==> config.mk <==
export PLATFORM = sky130hd
export DESIGN_NAME = clk_src_ctrl
export DESIGN_NICKNAME = d
export VERILOG_FILES = /design/src/rtl/clk_src_pkg.sv /design/src/rtl/csc_settle_timer.sv /design/src/rtl/csc_failover_det.sv /design/src/rtl/csc_lp_guard.sv /design/src/rtl/clk_src_ctrl.sv
export SDC_FILE = /design/constraint.sdc
export NUM_CORES = 1
export LEC_CHECK = 0
export ABC_AREA = 1
export BUFFER_PORTS_ARGS = -buffer_cell sky130_fd_sc_hd__buf_4
export CAP_MARGIN = 20
export CORE_ASPECT_RATIO = 1.4
export CORE_MARGIN = 2
export CORE_UTILIZATION = 47
export DETAILED_ROUTE_END_ITERATION = 8
export PLACE_DENSITY_LB_ADDON = 0.25
export SYNTH_ARGS = -nofsm -noshare
export SYNTH_HDL_FRONTEND = slang
export SYNTH_SLANG_ARGS = --single-unit
==> constraint.sdc <==
create_clock -name clk -period 1.2 [get_ports clk]
set_clock_uncertainty 0.1 [all_clocks]
set_input_delay 0.18 -clock clk [delete_from_list [all_inputs] [get_ports clk]]
set_output_delay 0.18 -clock clk [all_outputs]
set_load 0.01 [all_outputs]
==> src/rtl/clk_src_pkg.sv <==
package clk_src_pkg;

    typedef enum logic [1:0] {
        SRC_INT  = 2'b00,
        SRC_MAIN = 2'b01,
        SRC_PLL  = 2'b10,
        SRC_RSVD = 2'b11
    } src_e;

    localparam logic [1:0] ADDR_SRC  = 2'd0;
    localparam logic [1:0] ADDR_PLL  = 2'd1;
    localparam logic [1:0] ADDR_DET  = 2'd2;
    localparam logic [1:0] ADDR_STAT = 2'd3;

    localparam logic [2:0] DIV_RESET = 3'd4;

    typedef struct packed {
        src_e       src;
        logic [2:0] div;
        logic       pll_en;
        logic [2:0] mult;
        logic       mult_lock;
        logic       det_en;
        logic       irq_mode;
        logic       fo_flag;
        logic       err;
        logic       irq;
        logic       wait_go;
        logic       stop_go;
    } ctrl_state_t;

endpackage

==> src/rtl/csc_settle_timer.sv <==
module csc_settle_timer #(
    parameter int SETTLE_CYCLES = 64
) (
    input  logic clk,
    input  logic rst_n,
    input  logic enable,
    output logic ready
);
    localparam int CW = $clog2(SETTLE_CYCLES + 1);
    localparam logic [CW-1:0] LAST = CW'(SETTLE_CYCLES - 1);

    typedef struct packed {
        logic [CW-1:0] cnt;
        logic          rdy;
    } tmr_t;

    tmr_t tmr_d, tmr_q;

    always_comb begin
        tmr_d = tmr_q;
        if (!enable) begin
            tmr_d.cnt = '0;
            tmr_d.rdy = 1'b0;
        end else if (!tmr_q.rdy) begin
            if (tmr_q.cnt == LAST) begin
                tmr_d.rdy = 1'b1;
            end else begin
                tmr_d.cnt = tmr_q.cnt + 1'b1;
            end
        end
    end

    always_ff @(posedge clk or negedge rst_n) begin
        if (!rst_n) begin
            tmr_q <= '0;
        end else begin
            tmr_q <= tmr_d;
        end
    end

    assign ready = tmr_q.rdy & enable;
endmodule

==> src/rtl/csc_failover_det.sv <==
module csc_failover_det (
    input  logic clk,
    input  logic rst_n,
    input  logic main_stopped,
    input  logic det_en,
    input  logic irq_mode,
    output logic trigger
);
    logic seen_d, seen_q;

    always_comb begin
        seen_d = main_stopped;
    end

    always_ff @(posedge clk or negedge rst_n) begin
        if (!rst_n) begin
            seen_q <= 1'b0;
        end else begin
            seen_q <= seen_d;
        end
    end

    assign trigger = main_stopped & ~seen_q & det_en & irq_mode;
endmodule

==> src/rtl/csc_lp_guard.sv <==
module csc_lp_guard
    import clk_src_pkg::*;
(
    input  logic wait_req,
    input  logic stop_req,
    input  src_e cur_src,
    input  logic pll_on,
    output logic wait_ok,
    output logic stop_ok,
    output logic refused
);
    logic pll_selected;
    logic wait_bad;
    logic stop_bad;

    always_comb begin
        pll_selected = (cur_src == SRC_PLL);
        wait_bad     = wait_req & pll_selected;
        stop_bad     = stop_req & (pll_selected | pll_on);
        wait_ok      = wait_req & ~wait_bad;
        stop_ok      = stop_req & ~stop_bad;
        refused      = wait_bad | stop_bad;
    end
endmodule

==> src/rtl/clk_src_ctrl.sv <==
module clk_src_ctrl
    import clk_src_pkg::*;
#(
    parameter int SETTLE_CYCLES = 64
) (
    input  logic       clk,
    input  logic       rst_n,
    input  logic       wr_en,
    input  logic [1:0] wr_addr,
    input  logic [7:0] wr_data,
    input  logic       main_stopped,
    input  logic       wait_req,
    input  logic       stop_req,
    output logic [1:0] src_sel,
    output logic [2:0] div_code,
    output logic       pll_en,
    output logic [2:0] pll_mult,
    output logic       pll_ready,
    output logic       irq,
    output logic       failover_flag,
    output logic       err_flag,
    output logic       wait_go,
    output logic       stop_go
);
    localparam ctrl_state_t RESET_STATE = '{
        src:       SRC_INT,
        div:       DIV_RESET,
        pll_en:    1'b0,
        mult:      3'd0,
        mult_lock: 1'b0,
        det_en:    1'b0,
        irq_mode:  1'b0,
        fo_flag:   1'b0,
        err:       1'b0,
        irq:       1'b0,
        wait_go:   1'b0,
        stop_go:   1'b0
    };

    ctrl_state_t st_d, st_q;

    logic ready_w;
    logic fo_trig_w;
    logic wait_ok_w;
    logic stop_ok_w;
    logic lp_refused_w;
    src_e req_src_w;
    logic unused_wr;

    assign unused_wr = wr_data[3];

    csc_settle_timer #(
        .SETTLE_CYCLES(SETTLE_CYCLES)
    ) timer_i (
        .clk    (clk),
        .rst_n  (rst_n),
        .enable (st_q.pll_en),
        .ready  (ready_w)
    );

    csc_failover_det fodet_i (
        .clk          (clk),
        .rst_n        (rst_n),
        .main_stopped (main_stopped),
        .det_en       (st_q.det_en),
        .irq_mode     (st_q.irq_mode),
        .trigger      (fo_trig_w)
    );

    csc_lp_guard guard_i (
        .wait_req (wait_req),
        .stop_req (stop_req),
        .cur_src  (st_q.src),
        .pll_on   (st_q.pll_en),
        .wait_ok  (wait_ok_w),
        .stop_ok  (stop_ok_w),
        .refused  (lp_refused_w)
    );

    assign req_src_w = src_e'(wr_data[1:0]);

    always_comb begin
        st_d         = st_q;
        st_d.irq     = 1'b0;
        st_d.wait_go = 1'b0;
        st_d.stop_go = 1'b0;

        if (wr_en) begin
            case (wr_addr)
                ADDR_SRC: begin
                    if (req_src_w == SRC_RSVD) begin
                        st_d.err = 1'b1;
                    end else if (req_src_w == SRC_PLL && !ready_w) begin
                        st_d.err = 1'b1;
                    end else begin
                        st_d.src = req_src_w;
                        st_d.div = wr_data[6:4];
                    end
                end
                ADDR_PLL: begin
                    if (!st_q.mult_lock) begin
                        st_d.mult      = wr_data[2:0];
                        st_d.mult_lock = 1'b1;
                    end
                    if (!wr_data[7] && st_q.src == SRC_PLL) begin
                        st_d.err = 1'b1;
                    end else begin
                        st_d.pll_en = wr_data[7];
                    end
                end
                ADDR_DET: begin
                    st_d.det_en   = wr_data[0];
                    st_d.irq_mode = wr_data[1];
                end
                default: begin
                    if (wr_data[0]) begin
                        st_d.fo_flag = 1'b0;
                    end
                    if (wr_data[1]) begin
                        st_d.err = 1'b0;
                    end
                end
            endcase
        end

        st_d.wait_go = wait_ok_w;
        st_d.stop_go = stop_ok_w;
        if (lp_refused_w) begin
            st_d.err = 1'b1;
        end

        if (fo_trig_w) begin
            st_d.src     = SRC_INT;
            st_d.irq     = 1'b1;
            st_d.fo_flag = 1'b1;
        end
    end

    always_ff @(posedge clk or negedge rst_n) begin
        if (!rst_n) begin
            st_q <= RESET_STATE;
        end else begin
            st_q <= st_d;
        end
    end

    assign src_sel       = st_q.src;
    assign div_code      = st_q.div;
    assign pll_en        = st_q.pll_en;
    assign pll_mult      = st_q.mult;
    assign pll_ready     = ready_w;
    assign irq           = st_q.irq;
    assign failover_flag = st_q.fo_flag;
    assign err_flag      = st_q.err;
    assign wait_go       = st_q.wait_go;
    assign stop_go       = st_q.stop_go;
endmodule

==> out/qor.csv <==
stage,metric,value,unit
synthesis,synth_cell_types,23,
timing,worst_pin_slew,351,ps
clock_tree,clock_latency,310,ps
final_layout,area_delta_synth_final,39.2,%
detailed_routing,vias,1167,
detailed_routing,drc,0,
clock_tree,clkSlewWorstSetupHoldPaths,130,ps
placement,post-place-ws,-143,ps
detailed_routing,first_pass_iters,4,
clock_tree,cts_buffer_depth,2,
synthesis,syn_area_per_cell,8.46,µm²
grt,track_usage,0.201,
critical_path,cp_num_buf_inv,1,
timing,finalWorstSetupSlack,-136,ps
grt,grt_pass1_vias,1089,
final_layout,drive_gt1_frac,0.406,
synthesis,synth-main-ff-cell,dfrtp_1,
timing,clock.fmax,749,MHz
grt,grt_overflow_total,0,
timing,slew_headroom,0.766,
floorplanning,chipHeight,65.9,µm
final_layout,nets,215,
power,p_leak,0.000946,µW
final_layout,final_core_util,0.685,
floorplanning,die_x,48.2,µm
timing,finalCriticalPeriod,1340,ps
grt,grt_pass1_wl,4.55,mm
critical_path,path_max_fanout,5,
synthesis,syn_nets,169,
timing,rsz0062_at_grt,true,
floorplanning,die-area,3180,µm²
detailed_routing,wirelength,3.00,mm
detailed_routing,drt_iter0_drc,22,
outcome,violations,negative setup slack,
placement,portBuffers,29,
clock_tree,root_buffer,clkbuf_4,
floorplanning,floorplan.initialDensity,0.492,
floorplanning,ioPinCount,31,
job,maxCapViolCount,0,
critical_path,cp_cell_sequence,ha_2 -> nand2_4 -> nor2_4 -> nand2_2 -> nand2_2 -> nand2_4 -> clkinv_4 -> nand2_1 -> nand2_1,
clock_tree,cts_tree,yes,
grt,antenna_found_initial,0,
placement,place_hpwl,2.04,mm
synthesis,yosys_warnings,0,
floorplanning,rows,22,
power,p_per_area,1080,nW/µm²
critical_path,worstSetupPathType,reg2reg,
placement,gp_congestion,0.834,
critical_path,worstPathArrival,1450,ps
critical_path,cp-end-kind,flip-flop,
synthesis,synth-edff-count,0,
synthesis,netlist_area,1290,µm²
min_path,hp-class,in2reg,
clock_tree,htreeDepth,1,
grt,grt_max_degree,27,
outcome,status,"finished, violations left",
critical_path,worstPathRequired,1320,ps
synthesis,yosysSeqAreaShare,0.507,
final_layout,layout_common_cells,"36 x buf_4, 33 x nand2_1, 23 x dfrtp_1",
detailed_routing,final_antenna_net_count,0,
final_layout,mostFrequentLayoutCell,buf_4,
floorplanning,core_area,2620,µm²
timing,finalCritPeriodShare,1.11,
timing,holdWs,25.1,ps
power,ir_drop,0.657,mV
synthesis,ys_async_sr_fraction,1.00,
critical_path,critPathMaxStageDelay,410,ps
final_layout,n_antenna_cell,0,
critical_path,slowest_stage,dfrtp_1,
detailed_routing,vias_per_cell,5.01,
clock_tree,cts.sinks,26,
timing,finalHoldViolCount,0,
clock_tree,cts_buffers,3,
timing,setup_violations,13,
synthesis,synth_seq_cells,26,
critical_path,critPathTopFamily,simple AND/OR/NAND/NOR gates,
synthesis,syn_inst,152,
detailed_routing,wire_per_inst,12.9,µm
critical_path,startpoint_type,flip-flop,
timing,slew_viol_final,0,
synthesized netlist by cell type (2+ instances only):
| library cell | n | area [µm²] |
|---|---|---|
| buf_4 | 9 | 67.6 |
| dfrtp_1 | 25 | 626 |
| inv_1 | 15 | 56.3 |
| inv_2 | 2 | 7.51 |
| nand2_1 | 41 | 154 |
| nand2_2 | 5 | 31.3 |
| nand3_1 | 16 | 80.1 |
| nand4_1 | 6 | 37.5 |
| nor2_1 | 9 | 33.8 |
| nor2_4 | 3 | 33.8 |
| o21ai_0 | 9 | 45.0 |
layout make-up:
| cell class | instances | area, µm² |
|---|---|---|
| Tap cell | 36 | 45.0 |
| Fill cell | 202 | 825 |
| Timing Repair Buffer | 50 | 419 |
| Clock buffer | 4 | 36.3 |
| Sequential cell | 26 | 654 |
| Multi-Input combinational cell | 99 | 563 |
| Inverter | 18 | 72.6 |
layer usage:
layer / GRT usage / vias to the layer above / wire (µm)
li1: - / 570 / -
met4: 0.0743 / 0 / 85
met3: 0.0246 / 9 / 97
met5: 0 / - / 0
met1: 0.234 / 560 / 1170
met2: 0.354 / 28 / 1650
through the flow:
stage                     power, µW  std cells  setup TNS (ps)  cell area, µm²
after detailed placement       1400        215            -694            1540
after global placement         1390        215            -376            1540
after global routing           2050        233           -1920            1790
after CTS                      1890        229            -963            1700
final                          1930        233            -935            1790
after floorplan                1230        152            -298            1290
repair_timing:
action | in CTS | in global routing
endpoints found under the hold margin | 31 | 1
hold buffers | 6 | 1
pin swaps | 1 | 6
setup buffers | 4 | 3
resized for setup | 12 | 20
setup endpoints to repair | 12 | 21
final timing paths:
check	from	to	slack (ps)	depth (start not counted)
setup / recovery	timer_i.tmr_q[2]	timer_i.tmr_q[4]	-140	9
hold / removal	wr_data[2]	pll_mult[2]	30	3
setup reg to reg	timer_i.tmr_q[2]	timer_i.tmr_q[4]	-140	9
hold reg to reg	div_code[2]	div_code[2]	380	2
max in group asynchronous	rst_n	div_code[2]	510	2
min in group asynchronous	rst_n	pll_mult[0]	200	2
logic make-up (layout without fill, tap and decap cells):
logic type | Yosys count | after routing | synth area share
AO/OA/AOI/OAI | 15 | 15 | 0.0671
adder cells (fa/ha/maj) | 1 | 1 | 0.00973
flip-flops | 26 | 26 | 0.507
buffers and inverters | 27 | 72 | 0.106
AND/OR/NAND/NOR | 83 | 83 | 0.310
worst min-delay path, cell delays in order:
cell,delay [ps]
buf_4,80
nand3_1,80
nand2_1,70
flip-flops by register name (all words and copies together) (netlist names), 2 cells and up:
register,cells
timer_i.tmr_q,8
div_code,3
pll_mult,3
st_q,3
src_sel,2
power breakdown:
| group | switching (µW) | internal, µW |
|---|---|---|
| clock network | 241 | 185 |
| logic | 232 | 260 |
| registers | 48.0 | 960 |
| total | 522 | 1410 |
Power figures use the tool's default switching activity.
